<file path="src/rtl/mvs_pkg.sv">
package mvs_pkg;
   typedef enum logic [1:0] {
      ST_IDLE  = 2'd0,
      ST_WRITE = 2'd1,
      ST_READ  = 2'd2
   } mvs_state_e;

   function automatic int idx_bits(input int n);
      return (n > 1) ? $clog2(n) : 1;
   endfunction
endpackage

</file>
<file path="src/rtl/mvs_fold_ctr.sv">
module mvs_fold_ctr #(
   parameter int N = 4,
   localparam int W = mvs_pkg::idx_bits(N)
) (
   input  logic         clk,
   input  logic         rst_n,
   input  logic         step,
   output logic [W-1:0] idx,
   output logic         at_end
);
   assign at_end = (idx == W'(N - 1));

   always_ff @(posedge clk or negedge rst_n) begin
      if (!rst_n)    idx <= '0;
      else if (step) idx <= at_end ? '0 : idx + 1'b1;
   end
endmodule

</file>
<file path="src/rtl/mvs_inbuf.sv">
module mvs_inbuf #(
   parameter int DEPTH = 9,
   parameter int WIDTH = 16,
   localparam int AW_ = mvs_pkg::idx_bits(DEPTH)
) (
   input  logic             clk,
   input  logic             we,
   input  logic [AW_-1:0]   waddr,
   input  logic [WIDTH-1:0] wdata,
   input  logic [AW_-1:0]   raddr,
   output logic [WIDTH-1:0] rdata
);
   logic [WIDTH-1:0] mem [DEPTH];

   always_ff @(posedge clk) begin
      if (we) mem[waddr] <= wdata;
   end

   assign rdata = mem[raddr];
endmodule

</file>
<file path="src/rtl/mvs_ofifo.sv">
module mvs_ofifo #(
   parameter int DEPTH = 4,
   parameter int WIDTH = 32,
   localparam int PW = mvs_pkg::idx_bits(DEPTH),
   localparam int CNTW = $clog2(DEPTH + 1)
) (
   input  logic             clk,
   input  logic             rst_n,
   input  logic             push,
   input  logic [WIDTH-1:0] din,
   input  logic             pop,
   output logic [WIDTH-1:0] dout,
   output logic             not_empty,
   output logic [CNTW-1:0]  cnt
);
   logic [WIDTH-1:0] mem [DEPTH];
   logic [PW-1:0]    wp, rp;
   logic             do_pop;

   assign not_empty = (cnt != '0);
   assign do_pop    = pop && not_empty;
   assign dout      = mem[rp];

   always_ff @(posedge clk) begin
      if (push) mem[wp] <= din;
   end

   always_ff @(posedge clk or negedge rst_n) begin
      if (!rst_n) begin
         wp  <= '0;
         rp  <= '0;
         cnt <= '0;
      end else begin
         if (push)   wp <= (wp == PW'(DEPTH - 1)) ? '0 : wp + 1'b1;
         if (do_pop) rp <= (rp == PW'(DEPTH - 1)) ? '0 : rp + 1'b1;
         cnt <= cnt + CNTW'(push) - CNTW'(do_pop);
      end
   end
endmodule

</file>
<file path="src/rtl/fold_mv_stream.sv">
module fold_mv_stream #(
   parameter int KD         = 3,
   parameter int IC         = 4,
   parameter int OC         = 8,
   parameter int SIMD       = 4,
   parameter int PE         = 2,
   parameter int IW         = 4,
   parameter int AW         = 16,
   parameter int PE_LAT     = 2,
   parameter int FIFO_DEPTH = 4,
   localparam int N_COL = KD * KD * IC / SIMD,
   localparam int N_ROW = OC / PE,
   localparam int CW    = mvs_pkg::idx_bits(N_COL),
   localparam int RW    = mvs_pkg::idx_bits(N_ROW),
   localparam int SW    = SIMD * IW,
   localparam int OWD   = PE * AW
) (
   input  logic           clk,
   input  logic           rst_n,
   input  logic [SW-1:0]  in_tdata,
   input  logic           in_tvalid,
   output logic           in_tready,
   output logic           pe_vld,
   output logic           pe_clr,
   output logic           pe_last,
   output logic [RW-1:0]  pe_row,
   output logic [CW-1:0]  pe_col,
   output logic [SW-1:0]  pe_slice,
   input  logic           res_vld,
   input  logic [OWD-1:0] res_data,
   output logic [OWD-1:0] m_tdata,
   output logic           m_tvalid,
   input  logic           m_tready
);
   import mvs_pkg::*;

   localparam int OSW = $clog2(FIFO_DEPTH + 1);

   if ((KD * KD * IC) % SIMD != 0) begin : g_chk_simd
      $error("KD*KD*IC must be a multiple of SIMD");
   end
   if (OC % PE != 0) begin : g_chk_pe
      $error("OC must be a multiple of PE");
   end
   if (FIFO_DEPTH < PE_LAT + 1) begin : g_chk_fifo
      $error("FIFO_DEPTH must cover PE_LAT plus one");
   end

   mvs_state_e     st, st_nx;
   logic [CW-1:0]  col;
   logic [RW-1:0]  row;
   logic           col_end, row_end;
   logic           credit_ok, issue, wr_beat;
   logic [OSW-1:0] outst;
   logic [OSW-1:0] fifo_cnt;
   logic [SW-1:0]  buf_rd, src_slice;

   assign credit_ok = (outst < OSW'(FIFO_DEPTH));
   assign in_tready = (st == ST_WRITE) && credit_ok;
   assign wr_beat   = in_tready && in_tvalid;
   assign issue     = wr_beat || ((st == ST_READ) && credit_ok);

   // control machine
   always_comb begin
      st_nx = st;
      unique case (st)
         ST_IDLE:  if (in_tvalid && credit_ok) st_nx = ST_WRITE;
         ST_WRITE: begin
            if (!wr_beat)                  st_nx = ST_IDLE;
            else if (col_end && N_ROW > 1) st_nx = ST_READ;
         end
         ST_READ:  if (issue && col_end && row_end)
                      st_nx = in_tvalid ? ST_WRITE : ST_IDLE;
         default:  st_nx = ST_IDLE;
      endcase
   end

   always_ff @(posedge clk or negedge rst_n) begin
      if (!rst_n) st <= ST_IDLE;
      else        st <= st_nx;
   end

   // fold counters
   mvs_fold_ctr #(.N(N_COL)) u_col (
      .clk(clk), .rst_n(rst_n), .step(issue), .idx(col), .at_end(col_end)
   );
   mvs_fold_ctr #(.N(N_ROW)) u_row (
      .clk(clk), .rst_n(rst_n), .step(issue && col_end), .idx(row), .at_end(row_end)
   );

   // input buffer only when slices are replayed
   if (N_ROW > 1) begin : g_buf
      mvs_inbuf #(.DEPTH(N_COL), .WIDTH(SW)) u_buf (
         .clk(clk), .we(wr_beat), .waddr(col), .wdata(in_tdata),
         .raddr(col), .rdata(buf_rd)
      );
   end else begin : g_nobuf
      assign buf_rd = '0;
   end

   assign src_slice = (st == ST_WRITE) ? in_tdata : buf_rd;

   // registered beat toward the PE array
   always_ff @(posedge clk or negedge rst_n) begin
      if (!rst_n) begin
         pe_vld   <= 1'b0;
         pe_clr   <= 1'b0;
         pe_last  <= 1'b0;
         pe_row   <= '0;
         pe_col   <= '0;
         pe_slice <= '0;
      end else begin
         pe_vld <= issue;
         if (issue) begin
            pe_clr   <= (col == '0);
            pe_last  <= col_end;
            pe_row   <= row;
            pe_col   <= col;
            pe_slice <= src_slice;
         end
      end
   end

   // result credits: issued last beats not yet taken downstream
   always_ff @(posedge clk or negedge rst_n) begin
      if (!rst_n) outst <= '0;
      else        outst <= outst + OSW'(issue && col_end) - OSW'(m_tvalid && m_tready);
   end

   mvs_ofifo #(.DEPTH(FIFO_DEPTH), .WIDTH(OWD)) u_fifo (
      .clk(clk), .rst_n(rst_n), .push(res_vld), .din(res_data),
      .pop(m_tready), .dout(m_tdata), .not_empty(m_tvalid), .cnt(fifo_cnt)
   );
endmodule

</file>
<file path="config.mk">
export PLATFORM = sky130hd
export DESIGN_NAME = fold_mv_stream
export DESIGN_NICKNAME = d
export VERILOG_FILES = /design/src/rtl/mvs_pkg.sv /design/src/rtl/mvs_fold_ctr.sv /design/src/rtl/mvs_inbuf.sv /design/src/rtl/mvs_ofifo.sv /design/src/rtl/fold_mv_stream.sv
export SDC_FILE = /design/constraint.sdc
export NUM_CORES = 1
export LEC_CHECK = 0
export ABC_AREA = 1
export BUFFER_PORTS_ARGS = -buffer_cell sky130_fd_sc_hd__buf_4
export CAP_MARGIN = 30
export CORE_AREA = 2 2 154 156
export CTS_BUF_LIST = sky130_fd_sc_hd__clkbuf_8
export CTS_CLUSTER_SIZE = 25
export DETAILED_ROUTE_END_ITERATION = 8
export DIE_AREA = 0 0 156 158
export PLACE_DENSITY = 0.72
export SYNTH_ARGS = -nofsm -noshare
export SYNTH_HDL_FRONTEND = slang
export SYNTH_SLANG_ARGS = --single-unit
</file>
<file path="constraint.sdc">
create_clock -name clk -period 3.24 [get_ports clk]
set_input_delay 0.486 -clock clk [delete_from_list [all_inputs] [get_ports clk]]
set_output_delay 0.486 -clock clk [all_outputs]
set_load 0.05 [all_outputs]
</file>
# ---- Word level (Yosys, flattened, before mapping)
# Memory sizes are Yosys's and may differ from the RTL's. A register that Yosys moved wholly into a read port is not among the register bits.
# Index checks and enable logic that the tools add are counted.
dict set report totals {
  word_cells 59
  register_bits 27
  in_bits 53
  out_inout_bits 59
  ram_bits 272
  mem_count 2
}
# memory words width rd rd_clocked_by_memory_dff wr line
set memory_table {}
lappend memory_table {g_buf.u_buf.mem 9 16 1 1 1 mvs_inbuf.sv:13} ;# logic [WIDTH-1:0] mem [DEPTH];
lappend memory_table {u_fifo.mem 4 32 1 0 1 mvs_ofifo.sv:16} ;# logic [WIDTH-1:0] mem [DEPTH];
dict set report op_classes {
  n_reduce_logical 13
  addsub 8
  magnitude_cmp 1
  eq_ne 9
  muxes 14
}
# op n
set op_table {}
lappend op_table {{$mux 2} 7}
lappend op_table {{$eq 2x2->1 const B} 4}
lappend op_table {{$logic_and 1x1->1} 7}
lappend op_table {{$add 2x1->2 const B} 3}
lappend op_table {{$add 3x1->3} 2}
lappend op_table {{$pmux 2 s3} 1}
lappend op_table {{$sub 3x1->3} 2}
lappend op_table {{$mux 1} 5}
lappend op_table {{$add 4x1->4 const B} 1}
lappend op_table {{$eq 4x4->1 const B} 1}
lappend op_table {{$logic_not 4->1} 1}
lappend op_table {{$mux 4} 1}
lappend op_table {{$lt 3x3->1 const B} 1}
lappend op_table {{$ne 3x3->1 const B} 1}
lappend op_table {{$reduce_and 3->1} 1}
lappend op_table {{$reduce_bool 3->1} 1}
lappend op_table {{$eq 2x1->1 const B} 1}
lappend op_table {{$logic_not 2->1} 1}
lappend op_table {{$ne 2x1->1 const B} 1}
lappend op_table {{$ne 2x2->1 const B} 1}
lappend op_table {{$logic_not 1->1} 1}
lappend op_table {{$logic_or 1x1->1} 1}

# ---- Logic depth before layout (Yosys ltp)
# Gate-level depths: netlist of run 1.
dict set report depth {
  ltp_word 8
  mapped_depth 14
  depth_no_buf 12
}

# ---- Hierarchy
# A second synthesis of run 1 with hierarchy kept.
dict set report unflattened {
  hier_cells 1199
  hier_area_um2 13311.5
}
# module area_each_um2 cells_per_inst instances seq_area_each_um2
set by_module_without_submodules {}
lappend by_module_without_submodules {mvs_inbuf 6144.6 578 1 4324.1}
lappend by_module_without_submodules {mvs_ofifo 5466.5 425 1 4018.9}
lappend by_module_without_submodules {fold_mv_stream 1388.8 158 1 750.7}
lappend by_module_without_submodules {{mvs_fold_ctr (u_col)} 219.0 27 1 100.1}
lappend by_module_without_submodules {{mvs_fold_ctr (u_row)} 92.6 11 1 50.0}

# ---- Least setup slack after synthesis of run 1
# No wires, ideal clock.
dict set report synth_timing {
  path_type {reg2reg}
  start {register u_col.idx[1]}
  end {register outst[2]}
  n_path_buf 1
  period_less_slack_ns 2.784
  path_stages_with_launch 14
  required_ns 3.111
  setup_ns 0.129
  slack_ns 0.456
  arrival_ns 2.656
  cell_sequence {dfrtp_1 inv_2 buf_1 ha_1 inv_1 nor3_2 nand2_1 ha_1 inv_1 ha_1 inv_1 fa_1 xnor2_1 xor2_1}
}
dict set report synth_between {
  elab_chain_cells 4
}
# element line
set synth_lines {}
lappend synth_lines {{from (decl)} mvs_fold_ctr.sv:8} ;# output logic [W-1:0] idx,
lappend synth_lines {{from (signal assigned)} mvs_fold_ctr.sv:15} ;# else if (step) idx <= at_end ? '0 : idx + 1'b1;
lappend synth_lines {{$eq 4x4->1} mvs_fold_ctr.sv:11} ;# assign at_end = (idx == W'(N - 1));
lappend synth_lines {{$logic_and 1x1->1} fold_mv_stream.sv:127} ;# else outst <= outst + OSW'(issue && col_end) - OSW'(m_tvalid && m_tready);
lappend synth_lines {{$add 3x1->3} fold_mv_stream.sv:127}
lappend synth_lines {{$sub 3x1->3} fold_mv_stream.sv:127}
lappend synth_lines {{to (signal assigned)} fold_mv_stream.sv:127}
lappend synth_lines {{to (decl)} fold_mv_stream.sv:54} ;# logic [OSW-1:0] outst;
# No other way between the ends.
# A chain may end at the register's enable or synchronous reset.

# ---- Worst setup path after layout of run 1
dict set report layout_timing {
  start {register u_fifo.rp[0]}
  end {output port m_tdata[23]}
}
dict set report layout_between {
  elab_chain_cells 1
}
# element line
set layout_lines {}
lappend layout_lines {{from (decl)} mvs_ofifo.sv:17} ;# logic [PW-1:0] wp, rp;
lappend layout_lines {{from (signal assigned)} mvs_ofifo.sv:35} ;# if (do_pop) rp <= (rp == PW'(DEPTH - 1)) ? '0 : rp + 1'b1;
lappend layout_lines {{$mem_v2 4x32} -}
lappend layout_lines {{to (decl)} fold_mv_stream.sv:31} ;# output logic [OWD-1:0] m_tdata,
# No other way between the ends.

==> impl_metrics.env, run 1 <==
export IMPL_initial_core_util_pct=54.0
export IMPL_holdPathStages=1
export IMPL_yosys_warnings=0
export IMPL_vias=7961
export IMPL_irDropWorstVdd_mv=0.595
export IMPL_drt_iter0_markers=673
export IMPL_wl_per_cell_um=18.4
export IMPL_fin_util_pct=63.4
export IMPL_cts_tree="done"
export IMPL_antenna_found_initial=0
export IMPL_vias_per_cell=5.50
export IMPL_area_growth_pct=17.5
export IMPL_wl_um=26600
export IMPL_worstPathMaxFanout=66
export IMPL_ys_ff_latch=315
export IMPL_ys_flop_type="edfxtp_1"
export IMPL_drc_errors=0
export IMPL_rr_endpoint="outst[2]"
export IMPL_diodes=0
export IMPL_numClockSinks=315
export IMPL_grt_setup_unrepaired="no"
export IMPL_tightestPinTransition_ps=716
export IMPL_synthDistinctLibCells=34
export IMPL_max_slew_margin_pct=52.3
export IMPL_gp_congestion=0.807
export IMPL_n_fill_cell=1699
export IMPL_postRouteAntennaNets=0
export IMPL_crit_arrival_ps=2190
export IMPL_synth_nets=1044
export IMPL_fp_dieArea_um2=24600
export IMPL_grt_start_max_net_pins=69
export IMPL_cap_violations=0
export IMPL_avgSynthCellArea_um2=12.8
export IMPL_synth_cell_area_um2=12400
export IMPL_status="finished clean"
export IMPL_clk_pin_slew_worst_paths_ps=70
export IMPL_cellLeakagePower_nw=5.61
export IMPL_period_share_pct=82.5
export IMPL_final_cell_count_no_fill=1447
export IMPL_synth_top_cell_area_share_pct=65.7
export IMPL_die_w_um=156
export IMPL_grt_pass1_vias=7928
export IMPL_cts_root_buffer="clkbuf_8"
export IMPL_async_reset_ff_share_pct=13.7
export IMPL_r2r_start="u_col.idx[3]"
export IMPL_drive_above_1_share_pct=19.6
export IMPL_row_count=56
export IMPL_worst_r2r_setup_slack_ps=710
export IMPL_fmax_mhz=374
export IMPL_syn_instance_count=975
export IMPL_endpoint_kind="output port"
export IMPL_worstHoldPathType="in2reg"
export IMPL_r2r_cells=11
export IMPL_whs_endpoint="u_fifo.mem[1][17]"
export IMPL_ios=112
export IMPL_yosys_area_top_type="edfxtp_1"
export IMPL_coreArea_um2=23100
export IMPL_grt_remaining_overflow=0
export IMPL_finalSetupTns_ps=0
export IMPL_clockBufferDepth=3
export IMPL_grt_pass1_wl_um=41300
export IMPL_placed_cells=1355
export IMPL_io_buffers=111
export IMPL_min_period_ps=2670
export IMPL_startpoint_type="flop"
export IMPL_slew_violations=0
export IMPL_gr_usage_all_layers_pct=21.8
export IMPL_finalHoldViolCount=0
export IMPL_die_height_um=158
export IMPL_numCtsBuffers=49
export IMPL_p_per_area_nw_per_um2=953
export IMPL_finalClockSkew_ps=24.2
export IMPL_detailed_place_hpwl_um=15200
export IMPL_clk_latency_ps=580
export IMPL_worstHoldStart="res_data[17]"
export IMPL_synth_seq_area_share_pct=74.3
export IMPL_path_class="reg2out"
export IMPL_nets=1186
export IMPL_yosys_top_cells_area="edfxtp_1 (66%), dfrtp_1 (8.7%), o21ai_0 (4.4%)"
export IMPL_drt_pass1_iterations=5
export IMPL_setup_viol=0
export IMPL_h_tree_depth=2
export IMPL_cp_required_ps=2750
export IMPL_synth_edf_count=272
==> cells in the mapped netlist, types with 2 or more instances <==
cell,number
a21oi_1,19
buf_2,22
buf_4,3
buf_6,2
clkbuf_1,24
dfrtp_1,43
edfxtp_1,272
fa_1,2
ha_1,14
inv_1,60
inv_2,3
mux2_2,2
nand2_1,118
nand2_2,2
nand3_1,70
nor2_1,122
nor2_4,2
nor3_1,9
o21a_1,2
o21ai_0,110
o21ai_1,11
o22ai_1,48
xnor2_1,2
xor2_1,3
==> cell usage in the layout, fill, tap and decap left out, types with 2 or more instances in the layout <==
master        n
nand3_1      70
clkbuf_8     50
edfxtp_1    272
xor2_1        3
nor2_4        2
clkinv_2      4
nor2_1      122
nand2_2       2
o22ai_1      48
o21ai_0     110
nand2_1     118
ha_1         14
a21oi_1      19
inv_2         3
nor3_2        9
clkinvlp_4    3
buf_4       142
fa_1          2
bufinv_16     3
dfrtp_2       2
clkinv_1      6
xnor2_1       2
o21a_1        2
o21ai_1      11
dfrtp_1      41
mux2_2        2
inv_1        84
==> area by class of cell <==
type	instances	area (um2)	share of cell area (%)
Clock buffer	50	688	4.71
Tap cell	290	363	2.48
Sequential cell	315	9250	63.3
Timing Repair Buffer	143	1080	7.36
Clock inverter	41	256	1.75
Inverter	63	236	1.62
Multi-Input combinational cell	545	2750	18.8
==> routing by layer <==
metal / GRT usage [%] / share of wire, % / vias to the layer above
met2: 36.6 / 49 / 316
li1: - / - / 3761
met1: 27.6 / 40 / 3825
met5: 0 / 0 / -
met4: 7.82 / 2.4 / 0
met3: 5.91 / 8.5 / 59
==> cell families (layout without fill, tap and decap cells) <==
group	Yosys count	after routing	share of synthesized area, %
flops	315	315	74.3
compound gates	194	194	8.45
simple gates	328	328	11.1
xor+xnor	5	5	0.352
mux	2	2	0.181
buf+inv	115	297	3.90
fa+ha+maj	16	16	1.73
==> state kept, by name (all words and copies together) (netlist names), 3 cells and up <==
register and count:
u_col.idx 4, outst 3, pe_slice 16, u_fifo.cnt 3, pe_col 4, g_buf.u_buf.mem 144
u_fifo.mem 128
==> report_power, final <==
part	total (mW)	switching [mW]	internal, mW
Combinational	5.49	3.97	1.51
Clock	3.18	1.50	1.68
Sequential	5.27	0.235	5.03
Total	13.9	5.71	8.23
==> critical path: stages, from the launching register on <==
cell,delay [ps]
dfrtp_2,360
buf_4,530
o21ai_0,250
o22ai_1,220
buf_4,230
==> worst max-delay path by stage <==
stage,start,to,depth (start not counted),slack [ps]
6_report,u_fifo.rp[0],m_tdata[23],4,570
2_1_floorplan,u_col.idx[1],outst[2],13,460
4_1_cts,u_fifo.rp[0],m_tdata[23],4,540
3_5_place_dp,u_col.idx[3],outst[2],11,750
3_3_place_gp,u_col.idx[3],outst[2],11,830
5_1_grt,u_fifo.rp[0],m_tdata[23],4,410
==> through the flow <==
step	worst slack, ps	hold WS (ps)	total power, mW	cell area (um2)
5_1_grt	411	74.7	14.7	14600
2_1_floorplan	456	190	9.17	12400
3_5_place_dp	748	475	10.8	13700
4_1_cts	545	80.5	14.0	14600
6_report	567	104	13.9	14600
3_3_place_gp	827	466	10.7	13700
==> what timing repair did <==
item                      CTS  global route
hold endpoints to repair   43             0
hold buffers                1             0
setup buffers               0             0
gates resized for setup     0             0
No activity file was read; power rests on OpenSTA's default activity.
==> run 2: changes to the inputs <==
- PLACE_DENSITY: 0.72 -> 0.75
- clock period: 3.24 -> 2.3 ns (I/O delays scaled with it)
==> run 2 against run 1 <==
Effect of this change:
- register-to-register slack worse by 600 ps
- sequential power is 41% higher
- first-iteration DRC count is 16% higher
- cell area is 2.9% higher
- sequential share of layout area is 1.8 points lower
- cell count is 2.7% higher
- die area stayed put
- worst hold slack worse by 58 ps
- total power is 40% higher
- critical path type unchanged
- largest cell class unchanged
- highest routed layer unchanged
==> impl_metrics.env, run 2 (synthesis gave the netlist of run 1 again) <==
export IMPL_clockBufferDepth=3
export IMPL_drt_pass1_iterations=5
export IMPL_startpoint_type="flop"
export IMPL_vias=8077
export IMPL_mostFrequentLayoutCells="edfxtp_1 (272), buf_4 (143), nor2_1 (121)"
export IMPL_coreArea_um2=23100
export IMPL_grt_start_max_net_pins=69
export IMPL_cellLeakagePower_nw=5.79
export IMPL_r2r_cells=12
export IMPL_clk_latency_ps=550
export IMPL_postRouteAntennaNets=0
export IMPL_layout_commonest_cell="edfxtp_1"
export IMPL_holdPathStages=1
export IMPL_slowest_delay_ps=380
export IMPL_die_w_um=156
export IMPL_drive_above_1_share_pct=20.2
export IMPL_row_count=56
export IMPL_tightestPinTransition_ps=702
export IMPL_whs_ps=46.5
export IMPL_worst_r2r_setup_slack_ps=110
export IMPL_clk_pin_slew_worst_paths_ps=60
export IMPL_cp_required_ps=1960
export IMPL_worstHoldStart="in_tdata[9]"
export IMPL_r2r_start="u_col.idx[1]"
export IMPL_fp_dieArea_um2=24600
export IMPL_nets=1226
export IMPL_cts_root_buffer="clkbuf_8"
export IMPL_status="finished clean"
export IMPL_cp_num_buf_inv=2
export IMPL_detailed_place_hpwl_um=15200
export IMPL_numClockSinks=315
export IMPL_vias_per_cell=5.44
export IMPL_h_tree_depth=2
export IMPL_min_period_ps=2240
export IMPL_setup_viol=0
export IMPL_antenna_found_initial=0
export IMPL_max_slew_margin_pct=53.2
export IMPL_grt_pass1_vias=7921
export IMPL_area_growth_pct=21.0
export IMPL_endpoint_kind="output port"
export IMPL_grt_pass1_wl_um=41800
export IMPL_crit_arrival_ps=1890
export IMPL_path_class="reg2out"
export IMPL_slew_violations=0
export IMPL_reg_largest_list="g_buf.u_buf.mem: 144 flops, u_fifo.mem: 128 flops, pe_slice: 16 flops"
export IMPL_drt_iter0_markers=779
export IMPL_fmax_mhz=447
export IMPL_ios=112
export IMPL_wl_um=26800
export IMPL_gp_congestion=0.770
export IMPL_largest_register="g_buf.u_buf.mem"
export IMPL_finalSetupTns_ps=0
export IMPL_final_cell_count_no_fill=1486
export IMPL_worstHoldPathType="in2reg"
export IMPL_largest_reg_flops=144
export IMPL_irDropWorstVdd_mv=0.963
export IMPL_gr_usage_all_layers_pct=22.0
export IMPL_whs_endpoint="g_buf.u_buf.mem[4][9]"
export IMPL_critical_path_slowest_cell="dfrtp_1"
export IMPL_p_per_area_nw_per_um2=1300
export IMPL_numCtsBuffers=49
export IMPL_grt_remaining_overflow=0
export IMPL_cap_violations=0
export IMPL_finalHoldViolCount=0
export IMPL_initial_core_util_pct=54.0
export IMPL_die_height_um=158
export IMPL_drc_errors=0
export IMPL_finalClockSkew_ps=19.9
export IMPL_worstPathMaxFanout=33
export IMPL_crit_family="buffers and inverters"
export IMPL_period_share_pct=97.2
export IMPL_wl_per_cell_um=18.0
export IMPL_rr_endpoint="outst[2]"
export IMPL_cts_tree="done"
export IMPL_path_cells="buf_6, o21ai_0, o22ai_1, buf_4"
export IMPL_io_buffers=111
export IMPL_diodes=0
export IMPL_placed_cells=1362
-- run 2: per-layer routing --
metal,vias up,GRT usage (%),wire length (um)
met3,51,5.75,2420
li1,3839,-,-
met2,342,34.7,12800
met1,3845,29.9,10900
met4,0,7.82,587
met5,-,0,0
-- run 2: worst max-delay path by stage --
| stage | cells after the start | end | startpoint | slack [ps] |
|---|---|---|---|---|
| finish | 4 | m_tdata[2] | u_fifo.rp[1] | 60 |
| global route | 12 | outst[2] | u_col.idx[1] | -6 |
| CTS | 4 | m_tdata[14] | u_fifo.rp[0] | 30 |
| detailed placement | 9 | outst[2] | u_fifo.cnt[1] | -100 |
| global placement | 9 | outst[2] | m_tready | -40 |
| floorplan | 5 | g_buf.u_buf.mem[4][0] | u_col.idx[3] | -230 |
-- run 2: worst register-to-register path, delay by kind of cell (launching register included) --
| family | cells | cell delay, ps |
|---|---|---|
| XOR/XNOR | 2 | 290 |
| adder cells (fa/ha/maj) | 4 | 870 |
| buffers and inverters | 4 | 230 |
| flip-flops | 1 | 380 |
| AND/OR/NAND/NOR | 2 | 300 |
-- run 2: layout make-up --
| type | instances | area [um2] |
|---|---|---|
| flip-flops and latches | 315 | 9250 |
| multi-input cells | 545 | 2800 |
| inverters | 63 | 236 |
| well taps | 290 | 363 |
| clock buffers | 52 | 716 |
| clock inverters | 38 | 153 |
| fillers | 1653 | 8010 |
| repair buffers | 183 | 1540 |
-- run 2: timing repair --
action                                 4_1_cts  5_1_grt
setup endpoints to repair                   24       19
hold buffers                                33        0
pin swaps                                    0        2
resized for setup                            3       14
setup buffers                                0        1
endpoints found under the hold margin      170        0
-- run 2: report_power, final --
group | switching (mW) | internal, mW | leakage [nW] | total, mW
registers | 0.331 | 7.09 | 2.98 | 7.42
logic | 5.69 | 2.34 | 2.27 | 8.03
clock network | 2.02 | 2.08 | 0.536 | 4.11
total | 8.04 | 11.5 | 5.79 | 19.6
-- run 2: metrics by stage --
step                total power [mW]  instance area (um2)  utilization, %  worst slack (ps)
global placement                15.2                13800            59.8             -35.6
detailed placement              15.4                13800            59.8             -95.0
finish                          19.6                15000            65.3              64.0
CTS                             19.5                15000            65.0              32.5
floorplan                       13.0                12500               -              -232
global route                    20.7                15000            65.3             -5.81
